File: src/rtl/xlat_pkg.sv
package xlat_pkg;
   parameter int unsigned XLAT_PN_W = 20;
   parameter int unsigned XLAT_CMD_W = 3;

   typedef logic [XLAT_PN_W-1:0] pn_t;

   typedef struct packed {
      pn_t  vpn;
      pn_t  ppn;
      logic rd;
      logic wr;
   } xlat_ent_t;

   localparam logic [XLAT_CMD_W-1:0] CMD_FLUSH     = 3'd4;
   localparam logic [XLAT_CMD_W-1:0] CMD_FAULT_ACK = 3'd5;
endpackage

File: src/rtl/xlat_match.sv
module xlat_match
   import xlat_pkg::*;
#(
   parameter int unsigned N = 8
) (
   input  xlat_ent_t [N-1:0] ents,
   input  logic [N-1:0]      valid,
   input  pn_t               key,
   output logic [N-1:0]      hit
);
   if (N < 2) begin : g_bad_n
      $error("xlat_match: N must be at least 2");
   end

   for (genvar i = 0; i < N; i++) begin : g_cmp
      assign hit[i] = valid[i] && (ents[i].vpn == key);
   end
endmodule

File: src/rtl/xlat_victim.sv
module xlat_victim #(
   parameter int unsigned N = 8,
   localparam int unsigned IW = (N > 1) ? $clog2(N) : 1
) (
   input  logic          clk,
   input  logic          rst_n,
   input  logic          adv,
   output logic [IW-1:0] ptr
);
   localparam logic [IW-1:0] LAST = IW'(N - 1);

   always_ff @(posedge clk) begin
      if (!rst_n)   ptr <= '0;
      else if (adv) ptr <= (ptr == LAST) ? '0 : ptr + 1'b1;
   end

   p_ptr_bound_r4: assert property (@(posedge clk) disable iff (!rst_n)
      ptr <= LAST);
   p_ptr_hold_r4: assert property (@(posedge clk) disable iff (!rst_n)
      !adv |=> $stable(ptr));
endmodule

File: src/rtl/xlat_store.sv
module xlat_store
   import xlat_pkg::*;
#(
   parameter int unsigned N = 8,
   localparam int unsigned IW = (N > 1) ? $clog2(N) : 1
) (
   input  logic              clk,
   input  logic              rst_n,
   input  logic              flush,
   input  logic [N-1:0]      kill,
   input  logic              wr_en,
   input  logic [IW-1:0]     wr_idx,
   input  xlat_ent_t         wr_ent,
   output logic [N-1:0]      valid,
   output xlat_ent_t [N-1:0] ents
);
   // Priority per slot: flush clears, a write sets, a kill clears.
   for (genvar i = 0; i < N; i++) begin : g_slot
      logic sel;
      assign sel = wr_en && (wr_idx == IW'(i));

      always_ff @(posedge clk) begin
         if (!rst_n) begin
            valid[i] <= 1'b0;
            ents[i]  <= '0;
         end else begin
            if (sel) ents[i] <= wr_ent;
            if (flush)        valid[i] <= 1'b0;
            else if (sel)     valid[i] <= 1'b1;
            else if (kill[i]) valid[i] <= 1'b0;
         end
      end
   end

   p_write_lands_r4: assert property (@(posedge clk) disable iff (!rst_n)
      (wr_en && !flush) |=> valid[$past(wr_idx)]);
   p_flush_empties_r6: assert property (@(posedge clk) disable iff (!rst_n)
      flush |=> (valid == '0));
endmodule

File: src/rtl/xlat_cache.sv
module xlat_cache
   import xlat_pkg::*;
#(
   parameter int unsigned ENTRIES   = 8,
   parameter int unsigned VA_W      = 32,
   parameter int unsigned PAGE_BITS = 12,
   localparam int unsigned PN_W = VA_W - PAGE_BITS,
   localparam int unsigned IW   = (ENTRIES > 1) ? $clog2(ENTRIES) : 1
) (
   input  logic                  clk,
   input  logic                  rst_n,
   input  logic                  lk_req,
   input  logic [PN_W-1:0]       lk_vpn,
   output logic                  lk_valid,
   output logic                  lk_hit,
   output logic [PN_W-1:0]       lk_ppn,
   output logic                  lk_rd,
   output logic                  lk_wr,
   input  logic                  fill_en,
   input  logic [PN_W-1:0]       fill_vpn,
   input  logic [PN_W-1:0]       fill_ppn,
   input  logic                  fill_rd,
   input  logic                  fill_wr,
   input  logic                  inv_en,
   input  logic [VA_W-1:0]       inv_addr,
   input  logic                  cmd_en,
   input  logic [XLAT_CMD_W-1:0] cmd_code
);
   if (PN_W != XLAT_PN_W) begin : g_bad_width
      $error("xlat_cache: VA_W - PAGE_BITS must equal XLAT_PN_W");
   end
   if (ENTRIES < 2) begin : g_bad_depth
      $error("xlat_cache: ENTRIES must be at least 2");
   end

   logic [ENTRIES-1:0]      valid;
   xlat_ent_t [ENTRIES-1:0] ents;
   logic [ENTRIES-1:0]      look_hit, fill_hit, inv_hit;
   logic [IW-1:0]           ptr, dup_idx, wr_idx;
   pn_t                     inv_vpn;
   logic                    flush_req, inv_same, fill_eff, fill_new;
   xlat_ent_t               sel_ent, new_ent;

   assign inv_vpn   = inv_addr[VA_W-1:PAGE_BITS];
   assign flush_req = cmd_en && (cmd_code == CMD_FLUSH || cmd_code == CMD_FAULT_ACK);
   assign inv_same  = inv_en && (inv_vpn == fill_vpn);
   assign fill_eff  = fill_en && !flush_req && !inv_same;
   assign fill_new  = fill_eff && (fill_hit == '0);

   // Three comparator banks share the same tag array.
   xlat_match #(.N(ENTRIES)) u_look (.ents(ents), .valid(valid), .key(lk_vpn),   .hit(look_hit));
   xlat_match #(.N(ENTRIES)) u_fill (.ents(ents), .valid(valid), .key(fill_vpn), .hit(fill_hit));
   xlat_match #(.N(ENTRIES)) u_inv  (.ents(ents), .valid(valid), .key(inv_vpn),  .hit(inv_hit));

   xlat_victim #(.N(ENTRIES)) u_victim (
      .clk(clk), .rst_n(rst_n), .adv(fill_new), .ptr(ptr)
   );

   always_comb begin
      dup_idx = '0;
      for (int i = 0; i < ENTRIES; i++) begin
         if (fill_hit[i]) dup_idx = IW'(i);
      end
   end
   assign wr_idx = (fill_hit != '0) ? dup_idx : ptr;

   always_comb begin
      new_ent.vpn = fill_vpn;
      new_ent.ppn = fill_ppn;
      new_ent.rd  = fill_rd;
      new_ent.wr  = fill_wr;
   end

   xlat_store #(.N(ENTRIES)) u_store (
      .clk(clk), .rst_n(rst_n), .flush(flush_req),
      .kill(inv_en ? inv_hit : '0),
      .wr_en(fill_eff), .wr_idx(wr_idx), .wr_ent(new_ent),
      .valid(valid), .ents(ents)
   );

   // At most one slot matches, so OR-reducing the masked entries selects it.
   always_comb begin
      sel_ent = '0;
      for (int i = 0; i < ENTRIES; i++) begin
         sel_ent = sel_ent | (look_hit[i] ? ents[i] : '0);
      end
   end

   always_ff @(posedge clk) begin
      if (!rst_n) begin
         lk_valid <= 1'b0;
         lk_hit   <= 1'b0;
         lk_ppn   <= '0;
         lk_rd    <= 1'b0;
         lk_wr    <= 1'b0;
      end else begin
         lk_valid <= lk_req;
         lk_hit   <= lk_req && (look_hit != '0);
         lk_ppn   <= sel_ent.ppn;
         lk_rd    <= sel_ent.rd;
         lk_wr    <= sel_ent.wr;
      end
   end

   p_req_to_valid_r2: assert property (@(posedge clk) disable iff (!rst_n)
      lk_req |=> lk_valid);
   p_idle_quiet_r2: assert property (@(posedge clk) disable iff (!rst_n)
      !lk_req |=> (!lk_valid && !lk_hit));
   p_unique_page_r10: assert property (@(posedge clk) disable iff (!rst_n)
      $onehot0(look_hit) && $onehot0(fill_hit));
   // Covers R7 as well: both flush codes drive flush_req.
   p_flush_then_miss_r6: assert property (@(posedge clk) disable iff (!rst_n)
      ($past(flush_req) && lk_req) |=> !lk_hit);
   p_inv_beats_fill_r9: assert property (@(posedge clk) disable iff (!rst_n)
      ($past(fill_en && inv_same) && lk_req && lk_vpn == $past(fill_vpn)) |=> !lk_hit);
endmodule

File: config.mk
export PLATFORM = sky130hd
export DESIGN_NAME = xlat_cache
export DESIGN_NICKNAME = d
export VERILOG_FILES = /design/src/rtl/xlat_pkg.sv /design/src/rtl/xlat_match.sv /design/src/rtl/xlat_victim.sv /design/src/rtl/xlat_store.sv /design/src/rtl/xlat_cache.sv
export SDC_FILE = /design/constraint.sdc
export NUM_CORES = 1
export LEC_CHECK = 0
export ABC_AREA = 0
export BUFFER_PORTS_ARGS = -buffer_cell sky130_fd_sc_hd__buf_2
export CELL_PAD_IN_SITES_DETAIL_PLACEMENT = 1
export CELL_PAD_IN_SITES_GLOBAL_PLACEMENT = 2
export CORE_MARGIN = 5
export CORE_UTILIZATION = 35
export DETAILED_ROUTE_END_ITERATION = 6
export GPL_TIMING_DRIVEN = 0
export PLACE_DENSITY_LB_ADDON = 0.1
export RECOVER_POWER = 25
export SLEW_MARGIN = 20
export SYNTH_ARGS = -nofsm -noshare
export SYNTH_HDL_FRONTEND = slang
export SYNTH_SLANG_ARGS = --single-unit
File: constraint.sdc
create_clock -name clk -period 6.7 [get_ports clk]
set_input_delay 0.335 -clock clk [delete_from_list [all_inputs] [get_ports clk]]
set_output_delay 0.335 -clock clk [all_outputs]
set_load 0.01 [all_outputs]
# Yosys cells after proc, flatten, opt, wreduce, memory -nomap -nowiden

Cells that the tools add are included.

Register bits after elaboration: 371
Latch bits: 0
RAM bits: 0
Bits in read-only memories: 0
Logic and storage cells: 178
Memories kept: 0

Add/sub/neg operators: 1
$mul: 0
Div/mod/pow operators: 0
Magnitude comparators: 0
Eq/ne operators: 35
Shifts and indexed selects: 0
Multiplexer cells: 34
Bitwise gates (word level): 8
Reduce and logical (&&, ||, !) cells: 54

Operator list:

| cell                                                                   | count |
|---|---|
| 20-bit equality test                                                   | 25 |
| 22-bit two-way mux                                                     | 8 |
| 22-bit OR                                                              | 7 |
| 1-bit logical AND                                                      | 38 |
| 3-bit equality test (second input constant)                            | 7 |
| 3-bit two-way mux                                                      | 7 |
| 1-bit two-way mux                                                      | 17 |
| 2-bit nonzero test                                                     | 8 |
| 8-bit nonzero test                                                     | 2 |
| 8-bit logical NOT                                                      | 1 |
| 8-bit two-way mux                                                      | 1 |
| 3-bit by 2-bit equality test with 1-bit output (second input constant) | 2 |
| 3-bit by 1-bit adder with 3-bit output (second input constant)         | 1 |
| 3-bit by 1-bit equality test with 1-bit output (second input constant) | 1 |
| 3-bit logical NOT                                                      | 1 |
| 1-bit logical NOT                                                      | 2 |
| 2-bit two-way mux                                                      | 1 |
| 2-bit OR reduction                                                     | 1 |
| 1-bit logical OR                                                       | 1 |
| 1-bit inverter                                                         | 1 |

# Depth between registers and ports, before layout

Gate-level depths: netlist of run 1.

Word-level depth: 13
Gate-level depth with buffers: 13
Depth with buffers taken out: 9

# By module

Synthesis of run 1 repeated with hierarchy kept, for this count alone.

Cell total of the unflattened synthesis: 2,107
Area, all modules: 20,288.2 µm²

Modules (own cells, without submodules):

| module      | times used | cells an instance | area an instance (µm²) | seq. area each (µm²) |
|---|---|---|---|---|
| xlat_store  | 1          | 1,172             | 12,270.5               | 6,886.6 |
| xlat_match  | 3          | 236               | 1,996.9                | 0.0 |
| xlat_cache  | 1          | 214               | 1,879.3                | 480.5 |
| xlat_victim | 1          | 13                | 147.6                  | 60.1 |

# Least setup slack after synthesis of run 1

Ideal clock, no wire load.

Path kind: input to register
Start: in fill_vpn[4]
End: reg, netlist name u_store.ents[168]
Arrival: 2.572 ns
Setup slack: 4.055 ns
Cell stages on the path: 13
Cell sequence: buf_2 > xnor2_1 > nand4_1 > or4_1 > o22a_1 > nand3_2 > or3_1 > buf_4 > nand2_4 > nand2_1 > buf_4 > buf_6 > mux2i_1

Word-level cells in the longest chain between the ends: 12

RTL lines:

| what                           | RTL line         | text |
|---|---|---|
| start, declared                | xlat_cache.sv:20 | `input logic [PN_W-1:0] fill_vpn,` |
| 20-bit equality test           | xlat_match.sv:16 | `assign hit[i] = valid[i] && (ents[i].vpn == key);` |
| 1-bit logical AND              | xlat_match.sv:16 |  |
| 1-bit two-way mux              | xlat_cache.sv:62 | `if (fill_hit[i]) dup_idx = IW'(i);` |
| 2-bit two-way mux              | xlat_cache.sv:62 |  |
| 3-bit two-way mux (5 in a row) | xlat_cache.sv:62 |  |
| 3-bit two-way mux              | xlat_cache.sv:65 | `assign wr_idx = (fill_hit != '0) ? dup_idx : ptr;` |
| 3-bit equality test            | xlat_store.sv:20 | `assign sel = wr_en && (wr_idx == IW'(i));` |
| 1-bit logical AND (*)          | xlat_store.sv:20 |  |

Mark *: on every way between the ends. The rest lies on a longest branch, timed or not.
A chain may end at the register's enable or synchronous reset.

# Worst setup path after layout of run 1

Start: reg, netlist name u_store.ents[335]
End: reg, netlist name u_store.ents[269]

Word-level cells in the longest chain between the ends: 6

RTL lines:

| what                                                    | RTL line |
|---|---|
| 20-bit equality test (*)                                | xlat_match.sv:16 |
| 1-bit logical AND (*)                                   | xlat_match.sv:16 |
| 8-bit nonzero test or 3-bit two-way mux (tied branches) | xlat_cache.sv:65, xlat_cache.sv:62 |
| 3-bit two-way mux (*)                                   | xlat_cache.sv:65 |
| 3-bit equality test (*)                                 | xlat_store.sv:20 |
| 1-bit logical AND (*)                                   | xlat_store.sv:20 |

Marked as above.

==> Implementation_results.wiki, run 1 <==
{| class="wikitable"
! Metric !! Value
|-
| Status || finished clean
|-
| Total Routing Usage GR || 0.291
|-
| Gate family responsible for the most delay along the worst path || simple AND/OR/NAND/NOR gates
|-
| Summed instance area of the synthesized netlist || 19900 sq um
|-
| Number of ports placed on the die boundary || 127
|-
| Cells along the critical path || xnor2_1, nand4_1, nor4_1, nand4_1, nand4_1, or3_1, clkbuf_1, nand2_1, nand2b_1, clkbuf_1, clkbuf_1, mux2i_1
|-
| Via total after detailed routing || 17000
|-
| Number of design rule violations left after detail routing || 0
|-
| Aggregate routed wire length || 94.2 mm
|-
| Hold Path Class || in2reg
|-
| Placeable Area || 56400 sq um
|-
| Wire length of the first global-routing pass || 132 mm
|-
| Worst path max stage delay || 0.87 ns
|-
| Post-Syn Area per Cell || 9.50 sq um
|-
| Total count of max-transition violations in the final report || 0
|-
| Ant. Diodes || 0
|-
| Number of sinks driven by the clock tree || 371
|-
| Total number of yosys warnings || 0
|-
| Y dimension of the die || 249 um
|-
| Effective utilization at floorplan || 0.354
|-
| Share of power burned in the clock network || 0.452
|-
| Final standard cell count with taps included and fillers excluded || 2997
|-
| NumNets Final || 2312
|-
| Detailed Place HPWL || 63.9 mm
|-
| Final WS setup || 2.27 ns
|-
| Area Growth Syn to Fin || 13.2%
|-
| Area of the die || 61800 sq um
|-
| Highest clock rate || 226 MHz
|-
| Number of nets in the synthesized netlist || 2205
|-
| Pin count of the biggest net entering global routing || 13
|-
| Root Buffer Master || sky130_fd_sc_hd__clkbuf_16
|-
| Std cell rows || 87
|-
| Final Setup Violations || 0
|-
| Post-route clock period utilization || 0.661
|-
| Static power due to leakage || 9.17 nW
|-
| Clock transition at the register clock pins on the worst setup and hold paths after CTS || 0.06 ns
|-
| Type of element capturing the critical path || flip-flop
|-
| Internal Pwr Total || 3.84 mW
|-
| Number of buffers created by CTS || 44
|-
| Worst Tran Pin Value || 1.33 ns
|-
| Cells after synthesis || 2100
|-
| Vias per cell || 5.66
|-
| Portion of the post-synthesis area used by sequential elements || 0.372
|-
| Total overflow reported by the global router || 0
|-
| Worst hold slack after final layout || 0.196 ns
|-
| Clock tree from TritonCTS || built
|-
| Maximum clock path buffer count || 3
|-
| Fraction of layout instances using a drive strength above 1 || 0.0834
|-
| Number of maximum-capacitance constraint violations || 0
|-
| Critical setup path kind || reg2reg
|-
| Crit-path max FO || 10
|-
| Min cycle time layout || 4.43 ns
|-
| Number of distinct standard cells referenced by the synthesized netlist || 46
|-
| Number of DRC markers in iteration 0 || 1445
|-
| Post-route cell area || 22600 sq um
|-
| Clk Latency, worst-skew pair || 0.59 ns
|-
| Crit start category || flip-flop
|-
| Sw frac || 0.281
|-
| Data required, critical path || 7.19 ns
|-
| Largest clock skew in the final design || 0.0221 ns
|-
| Count of input and output buffers || 51
|-
| RSZ-0062 raised after global routing || no
|-
| Number of hold violations in the final report || 0
|-
| Die boundary width || 249 um
|-
| PD cells || 236 nW/um^2
|-
| Number of global-route vias before repair || 17500
|-
| Number of antenna violations at the first check in global routing || 2
|-
| Signal arrival time at the worst endpoint || 4.93 ns
|-
| Dpl ws || 2.41 ns
|-
| Setup Total Neg Slack || 0 ns
|-
| Peak VDD IR || 0.164 mV
|-
| Crit path buf inv count || 3
|-
| Number of synthesized register bits || 371
|-
| Detail Route Antenna Nets || 0
|-
| Cell area after placement || 21300 sq um
|-
| H-tree depth || 2
|-
| Fraction of the core area covered by cells at the end of the flow || 0.400
|-
| Portion of total power attributed to sequential cells || 0.430
|-
| DP Cell Count || 2916
|-
| Psw || 1.50 mW
|-
| Portion of total power attributed to combinational logic || 0.118
|-
| Total of fill cells in the finished design || 6596
|-
| Detailed Routing Iterations Pass 1 || 5
|-
| Final total power || 5.33 mW
|-
| Routability-driven placement congestion ratio || 0.923
|-
| Resize count post-CTS || 0
|-
| Slowest library cell on the worst path || sky130_fd_sc_hd__clkbuf_1
|-
| Worst-case headroom to the max-slew limit || 0.113
|-
| Detail-routed net length per standard cell || 31.4 um
|}
## cell families after synthesis
group / Yosys count / synth area share
simple gates: 591 / 0.137
buf+inv: 160 / 0.0427
flops: 371 / 0.372
compound gates: 138 / 0.0576
fa+ha+maj: 2 / 0.00125
xor+xnor: 500 / 0.220
mux: 338 / 0.170
## cell type report
cell class	count	area [sq um]	share of cell area
Timing Repair Buffer	61	305	0.0135
Clock buffer	70	1330	0.0589
Tap cell	756	946	0.0419
Clock inverter	10	96.3	0.00427
Sequential cell	371	7430	0.329
Buffer	159	792	0.0351
Inverter	1	3.75	0.000166
Multi-Input combinational cell	1569	11700	0.517
## cell usage in the layout, fill, tap and decap left out, drive strengths merged, types with 9 or more instances in the layout
master	instances
nand2	386
dfxtp	371
mux2i	338
xor2	256
xnor2	244
clkbuf	209
buf	80
nor4	76
nand4	67
a22o	44
a221oi	44
nand3	30
a21boi	24
nor3	9
## registers in the layout (all words and copies together) (netlist names)
signal	count
lk_wr	1
u_store.valid	8
u_store.ents	336
lk_rd	1
lk_ppn	20
lk_hit	1
u_victim.ptr	3
lk_valid	1
## final timing paths
| path | from | cells past startpoint | slack (ns) | end |
|---|---|---|---|---|
| setup reg to reg | u_store.ents[335]$_SDFFE_PN0P_ | 12 | 2.27 | u_store.ents[269]$_SDFFE_PN0P_ |
| setup / recovery | u_store.ents[335]$_SDFFE_PN0P_ | 12 | 2.27 | u_store.ents[269]$_SDFFE_PN0P_ |
| hold reg to reg | u_store.ents[134]$_SDFFE_PN0P_ | 2 | 0.46 | u_store.ents[134]$_SDFFE_PN0P_ |
| hold / removal | fill_ppn[13] | 3 | 0.20 | u_store.ents[267]$_SDFFE_PN0P_ |
## cell usage after synthesis, drive strengths merged
cell / instances / share of area
nor3: 9 / 0.0023
o21a: 4 / 0.0015
nor3b: 2 / 0.0013
a221oi: 44 / 0.019
o21bai: 1 / 0.00056
or4: 2 / 0.00075
o221ai: 1 / 0.0013
and3: 1 / 0.00031
nand3: 30 / 0.0078
a31oi: 1 / 0.00031
or3: 1 / 0.00031
o21ba: 3 / 0.0015
a21oi: 6 / 0.0017
mux2i: 338 / 0.17
nand2: 386 / 0.073
ha: 2 / 0.0013
and2: 2 / 0.00075
nor2b: 3 / 0.00094
o211a: 1 / 0.00050
xor2: 256 / 0.11
nand4: 67 / 0.021
nor4: 76 / 0.024
clkbuf: 101 / 0.019
inv: 1 / 0.00019
nand2b: 2 / 0.00063
xnor2: 244 / 0.11
nand3b: 3 / 0.0011
and4: 2 / 0.00088
nor2: 5 / 0.0017
dfxtp: 371 / 0.37
a21boi: 24 / 0.0090
o21ai: 7 / 0.0018
a22o: 44 / 0.019
o22ai: 1 / 0.00031
o22a: 1 / 0.00044
buf: 58 / 0.023
## power groups by stage
stage	Sequential (mW)	Clock, mW	Combinational, mW
after floorplan	2.33	0	0.373
after global placement	2.34	0	0.609
after detailed placement	2.34	0	0.620
after global routing	2.30	2.54	0.650
after CTS	2.29	2.46	0.624
final	2.29	2.41	0.632
## what timing repair did
item                      4_1_cts  5_1_grt
hold buffers                    1        0
hold endpoints to repair        1        0
setup buffers                   0        0
## worst register-to-register path: cells and delay by family, from the launching register on
family,cells,cell delay [ns]
xor+xnor,1,0.18
mux,1,0.27
buf+inv,3,1.59
flops,1,0.58
simple gates,7,1.72
## metal layers
| metal | vias up | GRT usage | wire (um) |
|---|---|---|---|
| met3 | 220 | 0.0476 | 7010 |
| met4 | 4 | 0.109 | 4300 |
| met1 | 8569 | 0.386 | 39800 |
| met5 | - | 0 | 24 |
| li1 | 7422 | - | - |
| met2 | 763 | 0.480 | 43100 |
Note: power is estimated with default switching activity, not from simulation.
==> run 2: changes to the inputs <==
==> constraint.sdc (replaced) <==
create_clock -name clk -period 4.3 [get_ports clk]
set_input_delay 0.215 -clock clk [delete_from_list [all_inputs] [get_ports clk]]
set_output_delay 0.215 -clock clk [all_outputs]
set_load 0.01 [all_outputs]
==> run 2 against run 1 <==
  * Non-clock buffer count unchanged
  * Clock power up 56%
  * Critical path depth down 2
  * Largest power group unchanged
  * Via count is 0.16% lower
  * Die area is the same
  * Combinational power rose by 56%
  * Wire length hardly changed
  * Maximum frequency up 13%
==> Implementation_results.wiki, run 2 (same netlist as run 1, synthesis figures left out) <==
{| class="wikitable"
! Metric !! Value
|-
| Die boundary width || 249 um (unchanged)
|-
| Crit start category || flip-flop
|-
| Status || finished clean
|-
| Y dimension of the die || 249 um (unchanged)
|-
| Detailed Place HPWL || 63.9 mm (unchanged)
|-
| Clock transition at the register clock pins on the worst setup and hold paths after CTS || 0.06 ns (about the same)
|-
| Wire length of the first global-routing pass || 132 mm (unchanged)
|-
| Registers with the most flip-flops || u_store.ents x336, lk_ppn x20, u_store.valid x8
|-
| Setup Total Neg Slack || 0 ns (unchanged)
|-
| Placeable Area || 56400 sq um (unchanged)
|-
| Number of ports placed on the die boundary || 127 (unchanged)
|-
| Peak VDD IR || 0.255 mV (+56%)
|-
| Aggregate routed wire length || 94.2 mm (about the same)
|-
| Routability-driven placement congestion ratio || 0.923 (unchanged)
|-
| Pin count of the biggest net entering global routing || 13 (unchanged)
|-
| Final WS setup || 0.373 ns (-1.90 ns)
|-
| Type of element capturing the critical path || flip-flop
|-
| Dpl ws || 0.132 ns (-2.28 ns)
|-
| Largest clock skew in the final design || 0.0241 ns (+0.00192 ns)
|-
| Via total after detailed routing || 17000 (-0.16%)
|-
| Worst path max stage delay || 0.66 ns (-0.21 ns)
|-
| Final Setup Violations || 0 (unchanged)
|-
| Total overflow reported by the global router || 0 (unchanged)
|-
| Post-route clock period utilization || 0.913 (+0.252)
|-
| Fraction of layout instances using a drive strength above 1 || 0.0879 (+0.00446)
|-
| Cell depth of the worst min-delay path || 3 (unchanged)
|-
| Most common library cell in the layout ignoring fill and taps || sky130_fd_sc_hd__nand2_1
|-
| Detail-routed net length per standard cell || 31.4 um (about the same)
|-
| Dominant cell type by count on the critical path || sky130_fd_sc_hd__nand4_1
|-
| Detail Route Antenna Nets || 0 (unchanged)
|-
| Clk Latency, worst-skew pair || 0.59 ns (about the same)
|-
| FF/Latch Area || 7430 sq um (unchanged)
|-
| Number of global-route vias before repair || 17500 (unchanged)
|-
| Min cycle time layout || 3.93 ns (-0.504 ns)
|-
| Crit-path max FO || 10 (unchanged)
|-
| Data required, critical path || 4.80 ns (-2.39 ns)
|-
| Number of antenna violations at the first check in global routing || 2 (unchanged)
|-
| Number of design rule violations left after detail routing || 0 (unchanged)
|-
| Number of buffers created by CTS || 44 (unchanged)
|-
| Signal arrival time at the worst endpoint || 4.42 ns (-0.51 ns)
|-
| Commonest cells after routing, fill and taps aside || sky130_fd_sc_hd__nand2_1 (386), sky130_fd_sc_hd__dfxtp_1 (371), sky130_fd_sc_hd__mux2i_1 (338)
|-
| H-tree depth || 2 (unchanged)
|-
| Vias per cell || 5.66 (-0.16%)
|-
| Number of DRC markers in iteration 0 || 1477 (+2.2%)
|-
| Slowest library cell on the worst path || sky130_fd_sc_hd__clkbuf_1
|-
| Area taken by multi-input logic gates || 11700 sq um (about the same)
|-
| Clock tree from TritonCTS || built
|-
| Count of input and output buffers || 51 (unchanged)
|-
| Critical setup path kind || reg2reg
|-
| Total setup buffers inserted after CTS || 0 (unchanged)
|-
| Detailed Routing Iterations Pass 1 || 5 (unchanged)
|-
| Resize count post-CTS || 0 (unchanged)
|-
| Static power due to leakage || 9.20 nW (+0.35%)
|-
| Highest clock rate || 255 MHz (+13%)
|-
| Worst-case headroom to the max-slew limit || 0.106 (-0.00667)
|-
| Number of flip-flops in the largest register || 336 (unchanged)
|-
| Maximum clock path buffer count || 3 (unchanged)
|-
| NumNets Final || 2312 (unchanged)
|-
| Total count of max-transition violations in the final report || 0 (unchanged)
|-
| PD cells || 368 nW/um^2 (+56%)
|-
| Root Buffer Master || sky130_fd_sc_hd__clkbuf_16
|-
| Post-CTS Hold Fix Bufs || 1 (unchanged)
|-
| Total of fill cells in the finished design || 6594 (-0.030%)
|-
| Std cell rows || 87 (unchanged)
|-
| Cells along the critical path || xnor2_1, nand4_1, nor4_1, nand4_1, nand4_1, o221ai_1, nand3_1, clkbuf_1, clkbuf_2, mux2i_1
|-
| Area of the die || 61800 sq um (unchanged)
|-
| Worst Tran Pin Value || 1.34 ns (+0.0100 ns)
|-
| Effective utilization at floorplan || 0.354 (unchanged)
|-
| RSZ-0062 raised after global routing || no
|-
| Logic depth of the worst register-to-register path || 10 (-2)
|-
| Ant. Diodes || 0 (unchanged)
|-
| Number of maximum-capacitance constraint violations || 0 (unchanged)
|-
| Area Growth Syn to Fin || 13.4%
|-
| Number of sinks driven by the clock tree || 371 (unchanged)
|-
| Register containing the most flip-flops in the final layout || u_store.ents
|-
| Number of hold violations in the final report || 0 (unchanged)
|-
| Total Routing Usage GR || 0.291 (unchanged)
|-
| Hold Path Class || in2reg
|}
## run 2: stage by stage
step	power [mW]	std cells	hold slack [ns]	area [sq um]	util
floorplan	4.21	2100	0.353	19900	-
global placement	4.59	2907	0.442	21100	0.375
detailed placement	4.61	2916	0.451	21300	0.378
CTS	8.37	2997	0.0462	22700	0.403
global route	8.56	2997	0.110	22600	0.401
finish	8.32	2997	0.0774	22600	0.401
## run 2: cell type report
class	count	share of cell area
multi-input cells	1569	0.516
flip-flops and latches	371	0.328
plain buffers	159	0.0369
well taps	756	0.0418
inverters	1	0.000166
repair buffers	61	0.0134
clock inverters	10	0.00426
clock buffers	70	0.0588
## run 2: path summary, 6_finish.rpt
path | endpoint | slack, ns | start
min | u_store.ents[267]$_SDFFE_PN0P_ | 0.08 | fill_ppn[13]
min reg2reg | u_store.ents[134]$_SDFFE_PN0P_ | 0.46 | u_store.ents[134]$_SDFFE_PN0P_
max | u_store.ents[242]$_SDFFE_PN0P_ | 0.37 | u_store.ents[335]$_SDFFE_PN0P_
max reg2reg | u_store.ents[242]$_SDFFE_PN0P_ | 0.37 | u_store.ents[335]$_SDFFE_PN0P_
## run 2: power by group
part           switching (mW)  internal (mW)
Combinational           0.685          0.303
Clock                    1.58           2.18
Sequential             0.0726           3.50
## run 2: critical path: cells and delay by family (launching register included)
family	cells	cell delay, ns
mux	1	0.23
xor+xnor	1	0.17
simple gates	5	1.47
compound gates	1	0.27
flops	1	0.59
buf+inv	2	1.11
## run 2: layer usage
layer	global-route usage	wire length (um)	share of wire	vias up
met5	0	24	0.00025	-
met2	0.480	43000	0.46	736
met4	0.109	4250	0.045	4
li1	-	-	-	7423
met3	0.0476	7130	0.076	211
met1	0.386	39700	0.42	8577
